===== config.mk =====
export PLATFORM = sky130hd
export DESIGN_NAME = twowire_mem_slave
export DESIGN_NICKNAME = d
export VERILOG_FILES = /design/src/rtl/tw_pkg.sv /design/src/rtl/tw_line_mon.sv /design/src/rtl/tw_addr_ctr.sv /design/src/rtl/twowire_mem_slave.sv
export SDC_FILE = /design/constraint.sdc
export NUM_CORES = 1
export LEC_CHECK = 0
export ABC_AREA = 1
export BUFFER_PORTS_ARGS = -buffer_cell sky130_fd_sc_hd__buf_2
export CORE_MARGIN = 2
export CORE_UTILIZATION = 32
export DETAILED_ROUTE_END_ITERATION = 8
export GPL_ROUTABILITY_DRIVEN = 0
export PLACE_DENSITY = 0.52
export SETUP_SLACK_MARGIN = 0.05
export SYNTH_ARGS = -nofsm -noshare
export SYNTH_HDL_FRONTEND = slang
export SYNTH_SLANG_ARGS = --single-unit

===== constraint.sdc =====
create_clock -name clk -period 2.3 [get_ports clk]
set_input_delay 0 -clock clk [delete_from_list [all_inputs] [get_ports clk]]
set_output_delay 0 -clock clk [all_outputs]
set_load 0.1 [all_outputs]

===== src/rtl/tw_pkg.sv =====
package tw_pkg;
   typedef enum logic [2:0] {
      ST_IDLE,
      ST_DEV,
      ST_WADDR,
      ST_WDATA,
      ST_RD
   } tw_state_e;

   localparam int BYTE_W = 8;
   localparam int HDR_TYPE_W = 4;
endpackage


===== src/rtl/tw_line_mon.sv =====
module tw_line_mon #(
   parameter int SYNC_STAGES = 2
) (
   input  logic clk,
   input  logic rst_n,
   input  logic scl_i,
   input  logic sda_i,
   output logic scl_s,
   output logic sda_s,
   output logic scl_rise,
   output logic scl_fall,
   output logic start_det,
   output logic stop_det
);
   localparam int TOP = SYNC_STAGES - 1;

   generate
      if (SYNC_STAGES < 2) begin : g_bad_sync
         $error("tw_line_mon: SYNC_STAGES must be at least 2");
      end
   endgenerate

   logic [TOP:0] scl_ff, sda_ff;
   logic         scl_q, sda_q;

   generate
      if (SYNC_STAGES == 2) begin : g_two
         always_ff @(posedge clk or negedge rst_n) begin
            if (!rst_n) begin
               scl_ff <= '1;
               sda_ff <= '1;
            end else begin
               scl_ff <= {scl_ff[0], scl_i};
               sda_ff <= {sda_ff[0], sda_i};
            end
         end
      end else begin : g_deep
         always_ff @(posedge clk or negedge rst_n) begin
            if (!rst_n) begin
               scl_ff <= '1;
               sda_ff <= '1;
            end else begin
               scl_ff <= {scl_ff[TOP-1:0], scl_i};
               sda_ff <= {sda_ff[TOP-1:0], sda_i};
            end
         end
      end
   endgenerate

   always_ff @(posedge clk or negedge rst_n) begin
      if (!rst_n) begin
         scl_q <= 1'b1;
         sda_q <= 1'b1;
      end else begin
         scl_q <= scl_ff[TOP];
         sda_q <= sda_ff[TOP];
      end
   end

   assign scl_s     = scl_ff[TOP];
   assign sda_s     = sda_ff[TOP];
   assign scl_rise  = scl_s & ~scl_q;
   assign scl_fall  = ~scl_s & scl_q;
   assign start_det = scl_s & scl_q & sda_q & ~sda_s;
   assign stop_det  = scl_s & scl_q & ~sda_q & sda_s;
endmodule


===== src/rtl/tw_addr_ctr.sv =====
module tw_addr_ctr #(
   parameter int ADDR_W = 10,
   parameter int PAGE_W = 4
) (
   input  logic              clk,
   input  logic              rst_n,
   input  logic              load,
   input  logic [ADDR_W-1:0] load_val,
   input  logic              inc_full,
   input  logic              inc_page,
   output logic [ADDR_W-1:0] cnt
);
   logic [ADDR_W-1:0] page_next;

   generate
      if (PAGE_W < 1) begin : g_bad_page
         $error("tw_addr_ctr: PAGE_W must be at least 1");
      end
      if (PAGE_W >= ADDR_W) begin : g_flat
         assign page_next = cnt + 1'b1;
      end else begin : g_paged
         logic [PAGE_W-1:0] low_inc;
         assign low_inc   = cnt[PAGE_W-1:0] + 1'b1;
         assign page_next = {cnt[ADDR_W-1:PAGE_W], low_inc};

         // page step leaves the upper address bits alone
         assert_page_hold_R6 : assert property (@(posedge clk) disable iff (!rst_n)
            (inc_page && !load && !inc_full) |=>
               (cnt[ADDR_W-1:PAGE_W] == $past(cnt[ADDR_W-1:PAGE_W])));
      end
   endgenerate

   always_ff @(posedge clk or negedge rst_n) begin
      if (!rst_n)        cnt <= '0;
      else if (load)     cnt <= load_val;
      else if (inc_full) cnt <= cnt + 1'b1;
      else if (inc_page) cnt <= page_next;
   end

   // full step from the last address lands on zero
   assert_wrap_R10 : assert property (@(posedge clk) disable iff (!rst_n)
      (inc_full && !load && (cnt == {ADDR_W{1'b1}})) |=> (cnt == '0));
endmodule


===== src/rtl/twowire_mem_slave.sv =====
module twowire_mem_slave
   import tw_pkg::*;
#(
   parameter int          ADDR_W      = 10,
   parameter int          PAGE_W      = 4,
   parameter int          SYNC_STAGES = 2,
   parameter logic [3:0]  DEV_TYPE    = 4'b1010,
   localparam int         HI_W        = ADDR_W - BYTE_W,
   localparam int         STRAP_W     = 3 - HI_W
) (
   input  logic              clk,
   input  logic              rst_n,
   input  logic              scl_i,
   input  logic              sda_i,
   input  logic [STRAP_W-1:0] strap_i,
   input  logic              busy_i,
   output logic              sda_oe,
   output logic              wr_en,
   output logic [ADDR_W-1:0] wr_addr,
   output logic [BYTE_W-1:0] wr_data,
   output logic [ADDR_W-1:0] rd_addr,
   input  logic [BYTE_W-1:0] rd_data
);
   generate
      if (ADDR_W < 9 || ADDR_W > 10) begin : g_bad_addr
         $error("twowire_mem_slave: ADDR_W must be 9 or 10");
      end
   endgenerate

   logic scl_s, sda_s, scl_rise, scl_fall, start_det, stop_det;

   tw_line_mon #(.SYNC_STAGES(SYNC_STAGES)) u_line (
      .clk(clk), .rst_n(rst_n), .scl_i(scl_i), .sda_i(sda_i),
      .scl_s(scl_s), .sda_s(sda_s), .scl_rise(scl_rise), .scl_fall(scl_fall),
      .start_det(start_det), .stop_det(stop_det)
   );

   tw_state_e         st;
   logic [3:0]        bitcnt;
   logic [BYTE_W-1:0] sreg, tx;
   logic [HI_W-1:0]   hi_q;
   logic              ack_q, rd_first;

   logic [BYTE_W-1:0] rx_byte;
   logic              byte_done, ack_clk, hdr_match;
   logic              ctr_load, ctr_inc_full, ctr_inc_page;
   logic [ADDR_W-1:0] ptr;
   logic [2:0]        tx_idx;

   always_comb begin
      rx_byte      = {sreg[BYTE_W-2:0], sda_s};
      byte_done    = scl_rise && (bitcnt == 4'd7) &&
                     (st == ST_DEV || st == ST_WADDR || st == ST_WDATA);
      ack_clk      = scl_rise && (bitcnt == 4'd8);
      hdr_match    = (rx_byte[7:4] == DEV_TYPE) &&
                     (rx_byte[3 -: STRAP_W] == strap_i) && !busy_i;
      ctr_load     = byte_done && (st == ST_WADDR);
      ctr_inc_page = byte_done && (st == ST_WDATA);
      ctr_inc_full = ack_clk && (st == ST_RD) && (rd_first || !sda_s);
      tx_idx       = 3'd7 - bitcnt[2:0];
   end

   tw_addr_ctr #(.ADDR_W(ADDR_W), .PAGE_W(PAGE_W)) u_ptr (
      .clk(clk), .rst_n(rst_n),
      .load(ctr_load), .load_val({hi_q, rx_byte}),
      .inc_full(ctr_inc_full), .inc_page(ctr_inc_page),
      .cnt(ptr)
   );

   assign rd_addr = ptr;

   always_ff @(posedge clk or negedge rst_n) begin
      if (!rst_n) begin
         st       <= ST_IDLE;
         bitcnt   <= '0;
         sreg     <= '0;
         tx       <= '0;
         hi_q     <= '0;
         ack_q    <= 1'b0;
         rd_first <= 1'b0;
         sda_oe   <= 1'b0;
         wr_en    <= 1'b0;
         wr_addr  <= '0;
         wr_data  <= '0;
      end else begin
         wr_en <= 1'b0;
         if (start_det) begin
            st       <= ST_DEV;
            bitcnt   <= '0;
            ack_q    <= 1'b0;
            rd_first <= 1'b0;
            sda_oe   <= 1'b0;
         end else if (stop_det) begin
            st       <= ST_IDLE;
            bitcnt   <= '0;
            ack_q    <= 1'b0;
            rd_first <= 1'b0;
            sda_oe   <= 1'b0;
         end else begin
            if (scl_rise && st != ST_IDLE) begin
               if (bitcnt != 4'd8) begin
                  sreg   <= rx_byte;
                  bitcnt <= bitcnt + 4'd1;
               end else begin
                  bitcnt <= '0;
               end
            end

            if (byte_done) begin
               unique case (st)
                  ST_DEV: begin
                     if (hdr_match) begin
                        ack_q    <= 1'b1;
                        hi_q     <= rx_byte[HI_W:1];
                        rd_first <= rx_byte[0];
                        st       <= rx_byte[0] ? ST_RD : ST_WADDR;
                     end else begin
                        st <= ST_IDLE;
                     end
                  end
                  ST_WADDR: begin
                     ack_q <= 1'b1;
                     st    <= ST_WDATA;
                  end
                  ST_WDATA: begin
                     ack_q   <= 1'b1;
                     wr_en   <= 1'b1;
                     wr_addr <= ptr;
                     wr_data <= rx_byte;
                  end
                  default: ;
               endcase
            end

            if (ack_clk) begin
               ack_q <= 1'b0;
               if (st == ST_RD) begin
                  if (rd_first || !sda_s) begin
                     tx       <= rd_data;
                     rd_first <= 1'b0;
                  end else begin
                     st <= ST_IDLE;
                  end
               end
            end

            if (scl_fall) begin
               if (bitcnt == 4'd8)     sda_oe <= ack_q;
               else if (st == ST_RD)   sda_oe <= ~tx[tx_idx];
               else                    sda_oe <= 1'b0;
            end
         end
      end
   end

   // a start always re-arms header decoding with the line released
   assert_start_rearm_R2 : assert property (@(posedge clk) disable iff (!rst_n)
      start_det |=> (st == ST_DEV && bitcnt == 4'd0 && !sda_oe));

   // a stop always leaves the slave idle
   assert_stop_idle_R2 : assert property (@(posedge clk) disable iff (!rst_n)
      stop_det |=> (st == ST_IDLE));

   // nothing is pulled low while idle
   assert_idle_quiet_R12 : assert property (@(posedge clk) disable iff (!rst_n)
      (st == ST_IDLE) |-> !sda_oe);

   // write strobes only follow a data byte of a write
   assert_wr_from_data_R5 : assert property (@(posedge clk) disable iff (!rst_n)
      wr_en |-> ($past(st) == ST_WDATA));

   // a header seen while busy sends the slave back to idle
   assert_busy_reject_R11 : assert property (@(posedge clk) disable iff (!rst_n)
      (byte_done && st == ST_DEV && busy_i) |=> (st == ST_IDLE));
endmodule


* Yosys cells after proc, flatten, opt, wreduce, memory -nomap -nowiden
Cells that the tools add are included.
Storage, ports and cells: logic and storage cells 115, output and inout port bits 30, bits of input ports 14, flip-flop bits (word level) 62
Cells by class: order comparisons 1, reductions and logical operators 28, muxes and demuxes 41, equal/unequal tests 10, add/subtract/negate cells 4, bitwise gates (word level) 14
Operators with widths (number):
- 3-bit 2-to-1 mux | 8
- 1-bit 2-to-1 mux | 23
- 10-bit 2-to-1 mux | 2
- 4-bit 2-to-1 mux | 5
- 3-bit nonzero test | 4
- 10-bit by 1-bit adder with 10-bit output (second input constant) | 1
- 1-bit logical AND | 10
- 5-bit AND reduction | 2
- 4-bit by 1-bit adder with 4-bit output (second input constant) | 2
- 4-bit equality test (second input constant) | 2
- 4-bit AND reduction | 2
- 1-bit bitwise AND | 7
- 1-bit NOT | 7
- 3-bit by 2-bit equality test with 1-bit output (second input constant) | 2
- 3-bit one-hot mux with 2 select lines | 1
- 5-bit != test (second input constant) | 1
- 5-bit nonzero test | 1
- 4-bit by 3-bit equality test with 1-bit output (second input constant) | 1
- 3-bit by 4-bit less-than comparator with 1-bit output (second input constant) | 1
- 4-bit != test (second input constant) | 1
- 4-bit nonzero test | 1
- 1-bit binary-select mux with 3-bit select | 1
- 3-bit by 1-bit equality test with 1-bit output (second input constant) | 1
- 3-bit equality test (second input constant) | 1
- 8 further kinds | 11

* Logic depth before layout (Yosys ltp)
word-level depth 11, depth in mapped cells 11, mapped depth without buffers 11

* Modules after synthesis
Synthesis repeated with hierarchy kept, for this count alone.
Second synthesis, totals: cells, all modules 379, area total of the unflattened synthesis 3099.2 µm²
Modules (own cells, without submodules):
- twowire_mem_slave | times used 1, cells an instance 268, area each 2240.9 µm², sequential area each 1151.1 µm²
- tw_addr_ctr | times used 1, cells an instance 94, area each 659.4 µm², sequential area each 250.2 µm²
- tw_line_mon | times used 1, cells an instance 17, area each 198.9 µm², sequential area each 157.7 µm²

* Worst setup path after synthesis
No wires, ideal clock.
path type flip-flop to flip-flop, from register u_ptr.cnt[0], to register u_ptr.cnt[8], buffers on the path 0, cell stages (with the launch flop) 9, data required time 2.167 ns, data arrival time 1.940 ns, period minus slack after synthesis 2.073 ns, setup slack 0.227 ns, library setup time 0.133 ns, cells stage by stage dfrtp_1 ha_1 nand2_1 inv_1 nand2_1 nor2_1 nand3_1 nand3_1 o211ai_1
Between the ends: cells in the longest elaborated chain, start to end 3
Ends and longest elaborated chain:
- from (decl) | RTL line tw_addr_ctr.sv:11 | output logic [ADDR_W-1:0] cnt
- from (signal assigned) | RTL line tw_addr_ctr.sv:35 | else if (load) cnt <= load_val;
- from (signal assigned) | RTL line tw_addr_ctr.sv:36 | else if (inc_full) cnt <= cnt + 1'b1;
- from (signal assigned) | RTL line tw_addr_ctr.sv:37 | else if (inc_page) cnt <= page_next;
- 10-bit by 1-bit adder with 10-bit output | RTL line tw_addr_ctr.sv:36
- 10-bit 2-to-1 mux | RTL line tw_addr_ctr.sv:36
- 10-bit 2-to-1 mux | RTL line tw_addr_ctr.sv:35
Every way passes these cells. The select of a mux whose other input is x is not followed. A chain may end at the register's enable or synchronous reset.

* Final worst setup path
from register bitcnt[0], to register rd_first
Between the ends: cells in the longest elaborated chain, start to end 9, elaborated cells between the ends (all ways) 11, classes of those cells eq/ne: 2; mux: 6; reduce/logical: 3
Ends and longest elaborated chain:
- from (decl) | RTL line twowire_mem_slave.sv:39 | logic [3:0] bitcnt;
- from (signal assigned) | RTL line twowire_mem_slave.sv:103 | bitcnt <= bitcnt + 4'd1;
- 4-bit by 3-bit equality test with 1-bit output | RTL line twowire_mem_slave.sv:52 | byte_done = scl_rise && (bitcnt == 4'd7) &&
- 1-bit logical AND (2 in a row) | RTL line twowire_mem_slave.sv:52
- 1-bit 2-to-1 mux | RTL line twowire_mem_slave.sv:109 | if (byte_done) begin
- 1-bit 2-to-1 mux | RTL line twowire_mem_slave.sv:138 | if (rd_first || !sda_s) begin
- 1-bit 2-to-1 mux | RTL line twowire_mem_slave.sv:137 | if (st == ST_RD) begin
- 1-bit 2-to-1 mux * | RTL line twowire_mem_slave.sv:135 | if (ack_clk) begin
- 1-bit 2-to-1 mux * | RTL line twowire_mem_slave.sv:93 | end else if (stop_det) begin
- 1-bit 2-to-1 mux * | RTL line twowire_mem_slave.sv:87 | if (start_det) begin
- to (signal assigned) | RTL line twowire_mem_slave.sv:115 | rd_first <= rx_byte[0];
- to (decl) | RTL line twowire_mem_slave.sv:42 | logic ack_q, rd_first;
Every way passes the cells marked *; elsewhere a longest branch is shown, timed or not.

==> results <==
- The routed design has ~6500 um of wire.
- The transition time at the pin with the least slew margin is 0.663 ns.
- In this run the number of cells on the critical path is 9.
- Each instance of the synthesized netlist takes up on average 8.37 um2.
- The vertical die dimension is 99.1 um.
- The starting density of the core is about a third.
- For this run, the leading register cell type out of synthesis is sky130_fd_sc_hd__dfrtp_1.
- The count of final setup violators is 0.
- The worst-case IR drop observed on VDD is 0.396 mV.
- The final HPWL from detailed placement is 4790 um.
- The first global-routing pass estimated approximately 11000 um of wire.
- The achievable frequency is 0.518 GHz.
- Counting both buffers and inverters, the worst setup path holds a total of 2.
- The synthesized design contains 62 register bits.
- The summed negative setup slack over all endpoints is 0 ns.
- Following the worst setup path forward leads to its endpoint at rd_first.
- The count of H-tree levels built during CTS is 3.
- sky130_fd_sc_hd__dfrtp_1 takes more of the synthesized area than any other cell.
- The total count of hold-check failures in the final report is 0.
- The buffers inserted during post-CTS setup optimization is 0.
- After the last flow step, the layout net total stands at 425.
- The number of antenna cells inserted is 0.
- Counting every instance in the synthesized netlist gives ~350.
- After the first detailed-routing iteration, the DRC count stood at 65.
- The run finished with clean final reports.
- The number of resized instances in the post-cts repair step is 0.
- The area added between synthesis and finish is 24.1%.
- Of all nets on the critical path, the largest fanout is 15.
- Counting along the longest clock path gives a buffer depth of 2.
- The most repeated cell in the gate-level netlist after synthesis is sky130_fd_sc_hd__nand2_1.
- The CTS tree is done.
- The share of synthesized registers carrying an async set or reset is 100%.
- The delay contributed by the slowest stage of the critical path is between 0.4 and 0.5 ns.
- In this run the critical register-to-register path is launched from bitcnt[0].
- The layout filler cell count is 928.
- In this run the horizontal extent of the chip is between 90 and 100 um.
- Of the available clock period, the critical path in the final layout requires 84.0%.
- The clock drives 62 sinks.
- The cell at the root of the clock tree is sky130_fd_sc_hd__clkbuf_8.
- Before antenna repair, the detailed router went through 4 iterations.
- Counting flops with a built-in enable in the synthesized netlist gives 0.
- The initial antenna violation count is 0.
- The min-delay analysis places its worst path in the category primary input to register.
- The remaining max-slew budget at the tightest pin is 55.8%.
- The post-detailed-route count of antenna-violating nets is 0.
- At the later pin of the worst-skew pair, clock insertion delay measures 0.34 ns.
- For the finished layout, the period the worst path requires is between 1.5 and 2 ns.
- Summing all flip-flop and latch instances after layout gives ~0.0016 mm2.
- The number of CTS-inserted buffers is 9.
- The floorplan step defined a core boundary enclosing 0.00876 mm2.
- Synthesis instantiated 30 different standard cells from the library.
- The minimum setup slack among reg-to-reg paths is between 0.3 and 0.4 ns.
- By area the synthesized netlist is led by sky130_fd_sc_hd__dfrtp_1, sky130_fd_sc_hd__nand2_1, sky130_fd_sc_hd__o21ai_0, sky130_fd_sc_hd__inv_1, sky130_fd_sc_hd__dfstp_2.
- The worst setup path is of the register to register kind.
- After synthesis, the most frequently instantiated cells are sky130_fd_sc_hd__nand2_1, sky130_fd_sc_hd__dfrtp_1, sky130_fd_sc_hd__inv_1.
- The largest clock skew in the final design is 0.00414 ns.
- The max-slew violation count is 0.
- The die covers 0.00982 mm2.
- The worst setup path is launched from a register.
- The count of port buffers added during placement is 43.
- For this run the aggregate overflow at the end of global routing stands at 0.
- Global routing used roughly 15% of the available tracks across all layers.
- Across all hold checks on the routed design, the worst slack comes to between 0.1 and 0.15 ns.
- The leakage component of the power is 1.85 nW.
- In this run the cell area of the synthesized design comes to 0.00290 mm2.
- The number of nets in the synthesized netlist is 363.
- Max-cap violations in this run came to 0.
- Summed over its instances, the top area cell type makes up between 40% and 50% of the synthesized netlist area.
- The library cell contributing the largest single delay on the critical path is sky130_fd_sc_hd__nor3_4.
- Buffers inserted to repair hold after CTS numbered 11.
- The number of standard-cell rows in the floorplan is 34.
- After clock tree synthesis, the clock-pin slew on the worst setup and hold paths is 0.07 ns.
- STA puts the critical path data arrival time at 2.16 ns.
- The area of the multi-input gates is approximately 0.0011 mm2.
- Summing over every cut layer, the via total after detailed routing is approximately 2400.
- The post-detailed-route wirelength per cell is approximately 13 um.
- The I/O pin count is 44.
- The power per cell area is 771 mW/mm2.
- The worst flop-to-flop path endpoint is rd_first.
- STA puts the critical path data required time at 2.53 ns.
- In the routed layout, each cell is associated on average with a via count of 4.56.
- Setup repair after global routing left no endpoint under its margin.
- For the worst flop-to-flop path, the logic depth is 9.
- The final routed DRC violation total is 0.
- The total of warnings raised by yosys is 0.
- The worst setup path is captured at a register.
- The worst setup path startpoint is bitcnt[0].
- The number of global-route vias before repair is 2354.
- The cell family contributing the most delay on the critical path is simple AND/OR/NAND/NOR gates.
- The maximum number of pins on one net before global-route repair is 32.
- Walking the worst path, the cells encountered are inv_1, ha_1, nand2_1, nor2_1, nand2_2, nor3_4, inv_1, nand2_1, a21oi_1.
- The sequential cell area fraction in the yosys report is 53.8%.
- Cells with a size suffix above 1 make up 20.8% of the layout.
-- metrics by stage --
step / std cells / power, mW / util (%) / setup WS, ns / cell area (um2)
6_report: 521 / 2.77 / 41.0 / 0.369 / 3590
5_1_grt: 521 / 2.93 / 41.0 / 0.0929 / 3590
4_1_cts: 521 / 2.81 / 41.0 / 0.326 / 3590
3_5_place_dp: 494 / 1.66 / 37.1 / 0.343 / 3250
3_3_place_gp: 494 / 1.65 / 37.1 / 0.411 / 3250
2_1_floorplan: 346 / 1.54 / - / 0.227 / 2900
-- where the power goes --
part	switching [mW]	internal [mW]	leakage [nW]
logic	0.244	0.123	0.935
registers	0.0939	1.19	0.791
clock network	0.424	0.698	0.120
total	0.761	2.01	1.85
-- layer usage --
layer / part of all wire (%) / routed length (um) / global-route usage, %
met1: 47 / 3100 / 19.3
met2: 47 / 3060 / 23.7
met3: 5.0 / 325 / 5.13
met4: 0.90 / 59 / 4.53
met5: 0 / 0 / 0
-- cells in the final DEF, fill, tap and decap left out, drive strengths merged --
cell | Yosys | routed
bufinv | 0 | 2
nand2 | 108 | 108
nor2 | 19 | 19
clkbuf | 3 | 13
xor2 | 2 | 2
o31ai | 1 | 1
clkinv | 0 | 1
buf | 3 | 46
a21oi | 9 | 9
nand4 | 2 | 2
o22ai | 1 | 1
nand3b | 2 | 2
or2 | 1 | 1
o21ai | 43 | 43
nor3 | 6 | 6
dfstp | 6 | 6
dlygate4sd3 | 0 | 11
dfrtp | 56 | 56
o211ai | 5 | 5
nand3 | 29 | 29
inv | 47 | 47
ha | 3 | 3
-- cell type report --
cell class	count	share of cell area [%]
Tap cell	108	3.76
Clock inverter	3	1.81
Sequential cell	62	43.4
Clock buffer	13	4.70
Inverter	47	4.98
Timing Repair Buffer	57	10.0
Multi-Input combinational cell	231	31.3
-- worst reg2reg max path, stage by stage (launching register included) --
cell	delay, ns
sky130_fd_sc_hd__dfrtp_1	0.44
sky130_fd_sc_hd__inv_1	0.19
sky130_fd_sc_hd__ha_1	0.21
sky130_fd_sc_hd__nand2_1	0.06
sky130_fd_sc_hd__nor2_1	0.14
sky130_fd_sc_hd__nand2_2	0.12
sky130_fd_sc_hd__nor3_4	0.45
sky130_fd_sc_hd__inv_1	0.08
sky130_fd_sc_hd__nand2_1	0.07
sky130_fd_sc_hd__a21oi_1	0.04
-- flip-flops by register name, summed over array words and instances, names as in the netlist, 2 cells and up --
| name | count |
|---|---|
| bitcnt | 4 |
| hi_q | 2 |
| sreg | 7 |
| st | 3 |
| tx | 8 |
| u_line.scl_ff | 2 |
| u_line.sda_ff | 2 |
| u_ptr.cnt | 10 |
| wr_addr | 10 |
| wr_data | 8 |
-- cells by family after synthesis --
group | after synthesis | synth area share (%)
buf+inv | 53 | 7.30
fa+ha+maj | 3 | 1.30
simple gates | 167 | 26.1
xor+xnor | 2 | 0.605
flops | 62 | 53.8
compound gates | 59 | 10.9
-- worst min path at each step --
stage	start	to	slack, ns	cells past startpoint
after floorplan	rst_n	ack_q	-0.30	0
after global placement	rst_n	wr_data[3]	0.07	1
after detailed placement	rst_n	u_ptr.cnt[5]	0.07	1
after CTS	strap_i	st[1]	0.11	6
after global routing	strap_i	st[1]	0.17	6
final	strap_i	st[1]	0.12	6
Power figures use the tool's default switching activity.
